## config.mk

```make
export PLATFORM = sky130hd
export DESIGN_NAME = serial_reg_loader
export DESIGN_NICKNAME = d
export VERILOG_FILES = /design/src/rtl/loader_pkg.sv /design/src/rtl/loader_sync.sv /design/src/rtl/loader_shifter.sv /design/src/rtl/loader_decoder.sv /design/src/rtl/serial_reg_loader.sv
export SDC_FILE = /design/constraint.sdc
export NUM_CORES = 1
export LEC_CHECK = 0
export BUFFER_PORTS_ARGS = -buffer_cell sky130_fd_sc_hd__buf_2
export CAP_MARGIN = 30
export CORE_ASPECT_RATIO = 0.5
export CORE_MARGIN = 4
export CORE_UTILIZATION = 55
export CTS_BUF_LIST = sky130_fd_sc_hd__clkbuf_2 sky130_fd_sc_hd__clkbuf_4 sky130_fd_sc_hd__clkbuf_8
export DETAILED_ROUTE_END_ITERATION = 10
export PLACE_DENSITY_LB_ADDON = 0.1
export SKIP_LAST_GASP = 1
export SLEW_MARGIN = 25
export SYNTH_ARGS = -nofsm -noshare
export SYNTH_HDL_FRONTEND = slang
export SYNTH_HIERARCHICAL = 1
export SYNTH_SLANG_ARGS = --single-unit
export TNS_END_PERCENT = 1
```

## constraint.sdc

```tcl
create_clock -name clk -period 3.1 [get_ports clk]
set_clock_uncertainty 0.2 [all_clocks]
set_input_delay 0.465 -clock clk [delete_from_list [all_inputs] [get_ports clk]]
set_output_delay 0.465 -clock clk [all_outputs]
set_load 0.02 [all_outputs]
```

## src/rtl/loader_pkg.sv

```systemverilog
package loader_pkg;
    typedef enum logic [1:0] {SH_IDLE, SH_SHIFT, SH_HOLD} shift_state_t;
    typedef enum logic {PAIR_LOW, PAIR_HIGH} pair_state_t;

    localparam logic [1:0] ADDR_CTRL  = 2'b00;
    localparam logic [1:0] ADDR_TUNE0 = 2'b01;
    localparam logic [1:0] ADDR_TUNE1 = 2'b10;
    localparam logic [1:0] ADDR_PHASE = 2'b11;
endpackage

```

## src/rtl/loader_sync.sv

```systemverilog
module loader_sync #(
    parameter int               WIDTH   = 3,
    parameter int               STAGES  = 2,
    parameter logic [WIDTH-1:0] RST_VAL = '0
) (
    input  logic             clk,
    input  logic             rst_n,
    input  logic [WIDTH-1:0] d_in,
    output logic [WIDTH-1:0] d_out
);
    logic [WIDTH-1:0] pipe [STAGES];

    for (genvar s = 0; s < STAGES; s++) begin : g_stage
        always_ff @(posedge clk or negedge rst_n) begin
            if (!rst_n) begin
                pipe[s] <= RST_VAL;
            end else if (s == 0) begin
                pipe[s] <= d_in;
            end else begin
                pipe[s] <= pipe[(s == 0) ? 0 : s - 1];
            end
        end
    end

    assign d_out = pipe[STAGES-1];
endmodule

```

## src/rtl/loader_shifter.sv

```systemverilog
module loader_shifter
    import loader_pkg::*;
#(
    parameter int WORD_W = 16
) (
    input  logic              clk,
    input  logic              rst_n,
    input  logic              sclk_s,
    input  logic              sdata_s,
    input  logic              frame_n_s,
    output logic              word_valid,
    output logic [WORD_W-1:0] word
);
    localparam int              CNT_W = $clog2(WORD_W);
    localparam logic [CNT_W-1:0] LAST = CNT_W'(WORD_W - 1);

    shift_state_t     state, state_nx;
    logic             sclk_q, frame_q;
    logic [CNT_W-1:0] cnt;
    logic             sclk_fall, frame_fall, frame_high;

    assign sclk_fall  = sclk_q & ~sclk_s;
    assign frame_fall = frame_q & ~frame_n_s;
    assign frame_high = frame_n_s;

    always_comb begin
        state_nx = state;
        unique case (state)
            SH_IDLE:  if (frame_fall) state_nx = SH_SHIFT;
            SH_SHIFT: begin
                if (frame_high) state_nx = SH_IDLE;
                else if (sclk_fall && cnt == LAST) state_nx = SH_HOLD;
            end
            SH_HOLD:  if (frame_high) state_nx = SH_IDLE;
            default:  state_nx = SH_IDLE;
        endcase
    end

    always_ff @(posedge clk or negedge rst_n) begin
        if (!rst_n) state <= SH_IDLE;
        else        state <= state_nx;
    end

    always_ff @(posedge clk or negedge rst_n) begin
        if (!rst_n) begin
            sclk_q     <= 1'b1;
            frame_q    <= 1'b1;
            cnt        <= '0;
            word       <= '0;
            word_valid <= 1'b0;
        end else begin
            sclk_q     <= sclk_s;
            frame_q    <= frame_n_s;
            word_valid <= 1'b0;
            if (state == SH_IDLE && frame_fall) begin
                cnt <= '0;
            end else if (state == SH_SHIFT && !frame_high && sclk_fall) begin
                word <= {word[WORD_W-2:0], sdata_s};
                cnt  <= cnt + 1'b1;
                if (cnt == LAST) word_valid <= 1'b1;
            end
        end
    end

    assert_word_in_hold_R7: assert property (@(posedge clk) disable iff (!rst_n)
        word_valid |-> state == SH_HOLD);
    assert_single_pulse_R10: assert property (@(posedge clk) disable iff (!rst_n)
        word_valid |=> !word_valid);
    assert_count_restart_R8: assert property (@(posedge clk) disable iff (!rst_n)
        (state == SH_IDLE && frame_fall) |=> (cnt == '0 && state == SH_SHIFT));
endmodule

```

## src/rtl/loader_decoder.sv

```systemverilog
module loader_decoder
    import loader_pkg::*;
#(
    parameter int WORD_W  = 16,
    parameter int PHASE_W = 12
) (
    input  logic              clk,
    input  logic              rst_n,
    input  logic              word_valid,
    input  logic [WORD_W-1:0] word,
    output logic [WORD_W-3:0] ctrl_bits,
    output logic [2*(WORD_W-2)-1:0] tune0,
    output logic [2*(WORD_W-2)-1:0] tune1,
    output logic [PHASE_W-1:0] phase0,
    output logic [PHASE_W-1:0] phase1
);
    localparam int HALF_W  = WORD_W - 2;
    localparam int TUNE_W  = 2 * HALF_W;
    localparam int PAIR_BIT = HALF_W - 1;
    localparam int HIGH_BIT = HALF_W - 2;
    localparam int PSEL_BIT = HALF_W - 1;

    pair_state_t       pair_st, pair_nx;
    logic [HALF_W-1:0] lo_hold;
    logic [1:0]        addr;
    logic [HALF_W-1:0] payload;
    logic              is_tune, paired, high_sel;

    assign addr     = word[WORD_W-1:WORD_W-2];
    assign payload  = word[HALF_W-1:0];
    assign is_tune  = (addr == ADDR_TUNE0) || (addr == ADDR_TUNE1);
    assign paired   = ctrl_bits[PAIR_BIT];
    assign high_sel = ctrl_bits[HIGH_BIT];

    function automatic logic [TUNE_W-1:0] merge(input logic [TUNE_W-1:0] old,
                                                input logic [HALF_W-1:0] pl,
                                                input logic [HALF_W-1:0] lo,
                                                input logic pr, input logic hs);
        if (pr)      return {pl, lo};
        else if (hs) return {pl, old[HALF_W-1:0]};
        else         return {old[TUNE_W-1:HALF_W], pl};
    endfunction

    always_comb begin
        pair_nx = pair_st;
        if (word_valid) begin
            unique case (pair_st)
                PAIR_LOW: begin
                    if (is_tune && paired) pair_nx = PAIR_HIGH;
                end
                PAIR_HIGH: begin
                    if (addr == ADDR_CTRL && !word[PAIR_BIT]) pair_nx = PAIR_LOW;
                    else if (is_tune) pair_nx = PAIR_LOW;
                end
                default: pair_nx = PAIR_LOW;
            endcase
        end
    end

    always_ff @(posedge clk or negedge rst_n) begin
        if (!rst_n) pair_st <= PAIR_LOW;
        else        pair_st <= pair_nx;
    end

    always_ff @(posedge clk or negedge rst_n) begin
        if (!rst_n) begin
            ctrl_bits <= '0;
            tune0     <= '0;
            tune1     <= '0;
            phase0    <= '0;
            phase1    <= '0;
            lo_hold   <= '0;
        end else if (word_valid) begin
            unique case (addr)
                ADDR_CTRL: ctrl_bits <= payload;
                ADDR_TUNE0, ADDR_TUNE1: begin
                    if (paired && pair_st == PAIR_LOW) begin
                        lo_hold <= payload;
                    end else if (addr == ADDR_TUNE0) begin
                        tune0 <= merge(tune0, payload, lo_hold, paired, high_sel);
                    end else begin
                        tune1 <= merge(tune1, payload, lo_hold, paired, high_sel);
                    end
                end
                ADDR_PHASE: begin
                    if (word[PSEL_BIT]) phase1 <= word[PHASE_W-1:0];
                    else                phase0 <= word[PHASE_W-1:0];
                end
                default: ;
            endcase
        end
    end

    assert_ctrl_load_R2: assert property (@(posedge clk) disable iff (!rst_n)
        (word_valid && addr == ADDR_CTRL) |=> ctrl_bits == $past(word[HALF_W-1:0]));
    assert_low_only_R3: assert property (@(posedge clk) disable iff (!rst_n)
        (word_valid && addr == ADDR_TUNE0 && !paired && !high_sel)
        |=> tune0[TUNE_W-1:HALF_W] == $past(tune0[TUNE_W-1:HALF_W]));
    assert_first_half_hold_R5: assert property (@(posedge clk) disable iff (!rst_n)
        (word_valid && is_tune && paired && pair_st == PAIR_LOW)
        |=> ($stable(tune0) && $stable(tune1)));
    assert_phase_other_R6: assert property (@(posedge clk) disable iff (!rst_n)
        (word_valid && addr == ADDR_PHASE && !word[PSEL_BIT]) |=> $stable(phase1));
    assert_pair_clear_R9: assert property (@(posedge clk) disable iff (!rst_n)
        (word_valid && addr == ADDR_CTRL && !word[PAIR_BIT]) |=> pair_st == PAIR_LOW);
endmodule

```

## src/rtl/serial_reg_loader.sv

```systemverilog
module serial_reg_loader #(
    parameter int WORD_W      = 16,
    parameter int PHASE_W     = 12,
    parameter int SYNC_STAGES = 2
) (
    input  logic                    clk,
    input  logic                    rst_n,
    input  logic                    sclk,
    input  logic                    sdata,
    input  logic                    frame_n,
    output logic [WORD_W-3:0]       ctrl_bits,
    output logic [2*(WORD_W-2)-1:0] tune0,
    output logic [2*(WORD_W-2)-1:0] tune1,
    output logic [PHASE_W-1:0]      phase0,
    output logic [PHASE_W-1:0]      phase1
);
    logic [2:0]        pins_s;
    logic              word_valid;
    logic [WORD_W-1:0] word;

    loader_sync #(.WIDTH(3), .STAGES(SYNC_STAGES), .RST_VAL(3'b101)) u_sync (
        .clk(clk), .rst_n(rst_n),
        .d_in({sclk, sdata, frame_n}), .d_out(pins_s)
    );

    loader_shifter #(.WORD_W(WORD_W)) u_shift (
        .clk(clk), .rst_n(rst_n),
        .sclk_s(pins_s[2]), .sdata_s(pins_s[1]), .frame_n_s(pins_s[0]),
        .word_valid(word_valid), .word(word)
    );

    loader_decoder #(.WORD_W(WORD_W), .PHASE_W(PHASE_W)) u_dec (
        .clk(clk), .rst_n(rst_n),
        .word_valid(word_valid), .word(word),
        .ctrl_bits(ctrl_bits), .tune0(tune0), .tune1(tune1),
        .phase0(phase0), .phase1(phase1)
    );
endmodule

```

==> results_dict.tcl <==
set metrics [dict create \
    outcome "finished, final reports clean" \
    mostFrequentLayoutCell "dfrtp_1" \
    drc 0 \
    ir_drop_mv 0.327 \
    final_nets 464 \
    syn_area_mm2 0.00560 \
    drtPass1Iterations 4 \
    placed_cell_area_mm2 0.00617 \
    p_leak_nw 3.62 \
    grt_pass1_vias 3492 \
    critPathLaunchType "flop" \
    die_h_um 79.3 \
    ys_warn_count 6 \
    hpwl_mm 7.90 \
    root_buffer "clkbuf_8" \
    numClockSinks 140 \
    crit_type "reg -> reg" \
    path_cells "nand2b_1, or2_1, mux2_2" \
    p_per_area_mw_per_mm2 533 \
    vias 3251 \
    path_buf_inv 0 \
    grt_pass1_wl_mm 18.6 \
    maxSlewHeadroom_pct 37.7 \
    clk_pin_slew_ns 0.07 \
    post-route-period-util_pct 75.4 \
    fin_crit_ns 2.34 \
    worstSkewPairLatency_ns 0.42 \
    cp.required_ns 3.21 \
    setup_viol 0 \
    cts_tree "done" \
    syn-mean-instance-area_um2 16.0 \
    cts_resized 0 \
    mostFrequentLayoutCells "dfrtp_1, mux2_2, buf_2" \
    async_flop_share_pct 100 \
    drive_gt1_share_pct 58.2 \
    n_antenna_cell 0 \
    syn-num-nets 358 \
    rsz0062_at_grt "no" \
    vias_per_cell 5.41 \
    syn2layout_area_growth_pct 18.2 \
    die_w_um 151 \
    hold_violations 0 \
    io_pins 99 \
    clock_path_buffers 2 \
    gp_congestion 0.734 \
    ctsHoldBuffers 4 \
    slowest_delay_ns 0.78 \
    tns_ns 0 \
    portBuffers 98 \
    cts_post_setup_buffers_inserted 0 \
    ant_nets 0 \
    fmax_mhz 428 \
    wl_per_cell_um 18.8 \
    ctsHtreeMaxLevel 4 \
    fillers 706 \
    antenna_found_initial 0 \
    overflow 0 \
    worstMarginPinSlew_ns 0.935 \
    ys_types 41 \
    synth-edff-count 0 \
    arrival_ns 2.45 \
    stdcell_area_mm2 0.00662 \
    ys.flop_type "dfrtp_1" \
    cpMaxStageDelayCell "or2_1" \
    cp_top_family "simple AND/OR/NAND/NOR gates" \
    hp-class "reg -> reg" \
    first_iter_violations 135 \
    critPathMaxFanout 19 \
    endpoint_kind "flop" \
    grt_max_degree 95 \
    core_mm2 0.00967 \
    synth_seq_cells 140 \
    cts_buffers 17 \
    final_max_slew_viol_count 0 \
    netlist_instances 349 \
    dieArea_mm2 0.0120 \
    track_usage_pct 20.5 \
    drt-total-wl_mm 11.3 \
    max_cap_viol_count 0 \
    start_util_pct 57.9 \
    row_count 25 \
    ys_seq_area_share_pct 62.7 \
]
==> worst paths after layout <==
| check | startpoint | slack [ns] | cells after the start | endpoint |
|---|---|---|---|---|
| max in group asynchronous | rst_n | 1.51 | 3 | u_shift/frame_q |
| max | u_sync/d_out[2] | 0.76 | 3 | u_shift/word[10] |
| max reg2reg | u_sync/d_out[2] | 0.76 | 3 | u_shift/word[10] |
| min in group asynchronous | rst_n | 0.33 | 2 | u_dec/tune1[3] |
| min reg2reg | u_sync/pipe[5] | 0.16 | 0 | u_sync/d_out[2] |
| min | u_sync/pipe[5] | 0.16 | 0 | u_sync/d_out[2] |
==> cells by family after synthesis <==
family / Yosys count / share of synthesized area, %
muxes: 125 / 26.3
DFF: 140 / 62.7
and+or+nand+nor: 30 / 3.35
adders and majority gates: 4 / 0.894
AOI/OAI and AO/OA: 28 / 4.09
buffers and inverters: 22 / 2.70
==> state kept, by name, summed over array words and instances, names as in the netlist <==
register / flops
u_sync/d_out: 3
u_shift/word: 16
u_dec/phase1: 12
u_dec/ctrl_bits: 14
u_shift/frame_q: 1
u_dec/phase0: 12
u_shift/cnt: 4
u_dec/tune1: 28
u_dec/tune0: 28
u_dec/lo_hold: 14
u_dec/pair_st: 1
u_shift/sclk_q: 1
u_shift/state: 2
u_sync/pipe: 3
u_shift/word_valid: 1
==> cells in the mapped netlist (all sizes together), types with 2 or more instances <==
cell    instances  area [µm²]
a211oi          2        27.5
a22o           12         105
buf            16         128
clkbuf          3        12.5
dfrtp         134        3350
dfstp           6         158
ha              4        50.1
inv             3        11.3
mux2          124        1460
nand2           5        18.8
nand2b          5        31.3
nand3           4        20.0
nor2            4        17.5
nor3            2        15.0
o211ai          2        15.0
o21ai           6        30.0
or2             2        15.0
or2b            2        15.0
==> layer usage <==
| layer | GRT usage [%] | up-vias | routed length (µm) |
|---|---|---|---|
| met5 | 0 | - | 0 |
| met1 | 28.2 | 1706 | 5410 |
| met4 | 5.97 | 0 | 129 |
| met3 | 5.30 | 12 | 465 |
| li1 | - | 1471 | - |
| met2 | 32.7 | 62 | 5310 |
==> final cells by class <==
class	instances	area, µm²	area share, %
clock buffer	23	298	4.50
clock inverter	7	114	1.72
inverter	3	11.3	0.170
multi-input combinational	187	1940	29.3
sequential	140	3510	53.0
tap	135	169	2.55
timing repair buffer	106	579	8.75
==> where the power goes <==
group,switching [mW],internal [mW]
clock network,0.640,0.876
logic,0.0575,0.0493
registers,0.0540,1.85
total,0.752,2.78
==> stage by stage <==
step,hold slack (ns),setup WS (ns),std cells,util (%),power (mW)
floorplan,-0.0306,1.06,349,-,1.98
global placement,0.139,0.851,567,63.8,2.04
detailed placement,0.144,0.787,567,63.8,2.05
CTS,0.160,0.784,601,68.5,3.57
global route,0.162,0.670,601,68.5,3.68
finish,0.157,0.764,601,68.5,3.53
==> worst reg2reg max path, delay by kind of cell (launching register included) <==
family | cells | cell delay (ns)
multiplexers | 1 | 0.43
flip-flops | 1 | 0.53
AND/OR/NAND/NOR | 2 | 1.07
Note: power is estimated with default switching activity, not from simulation.
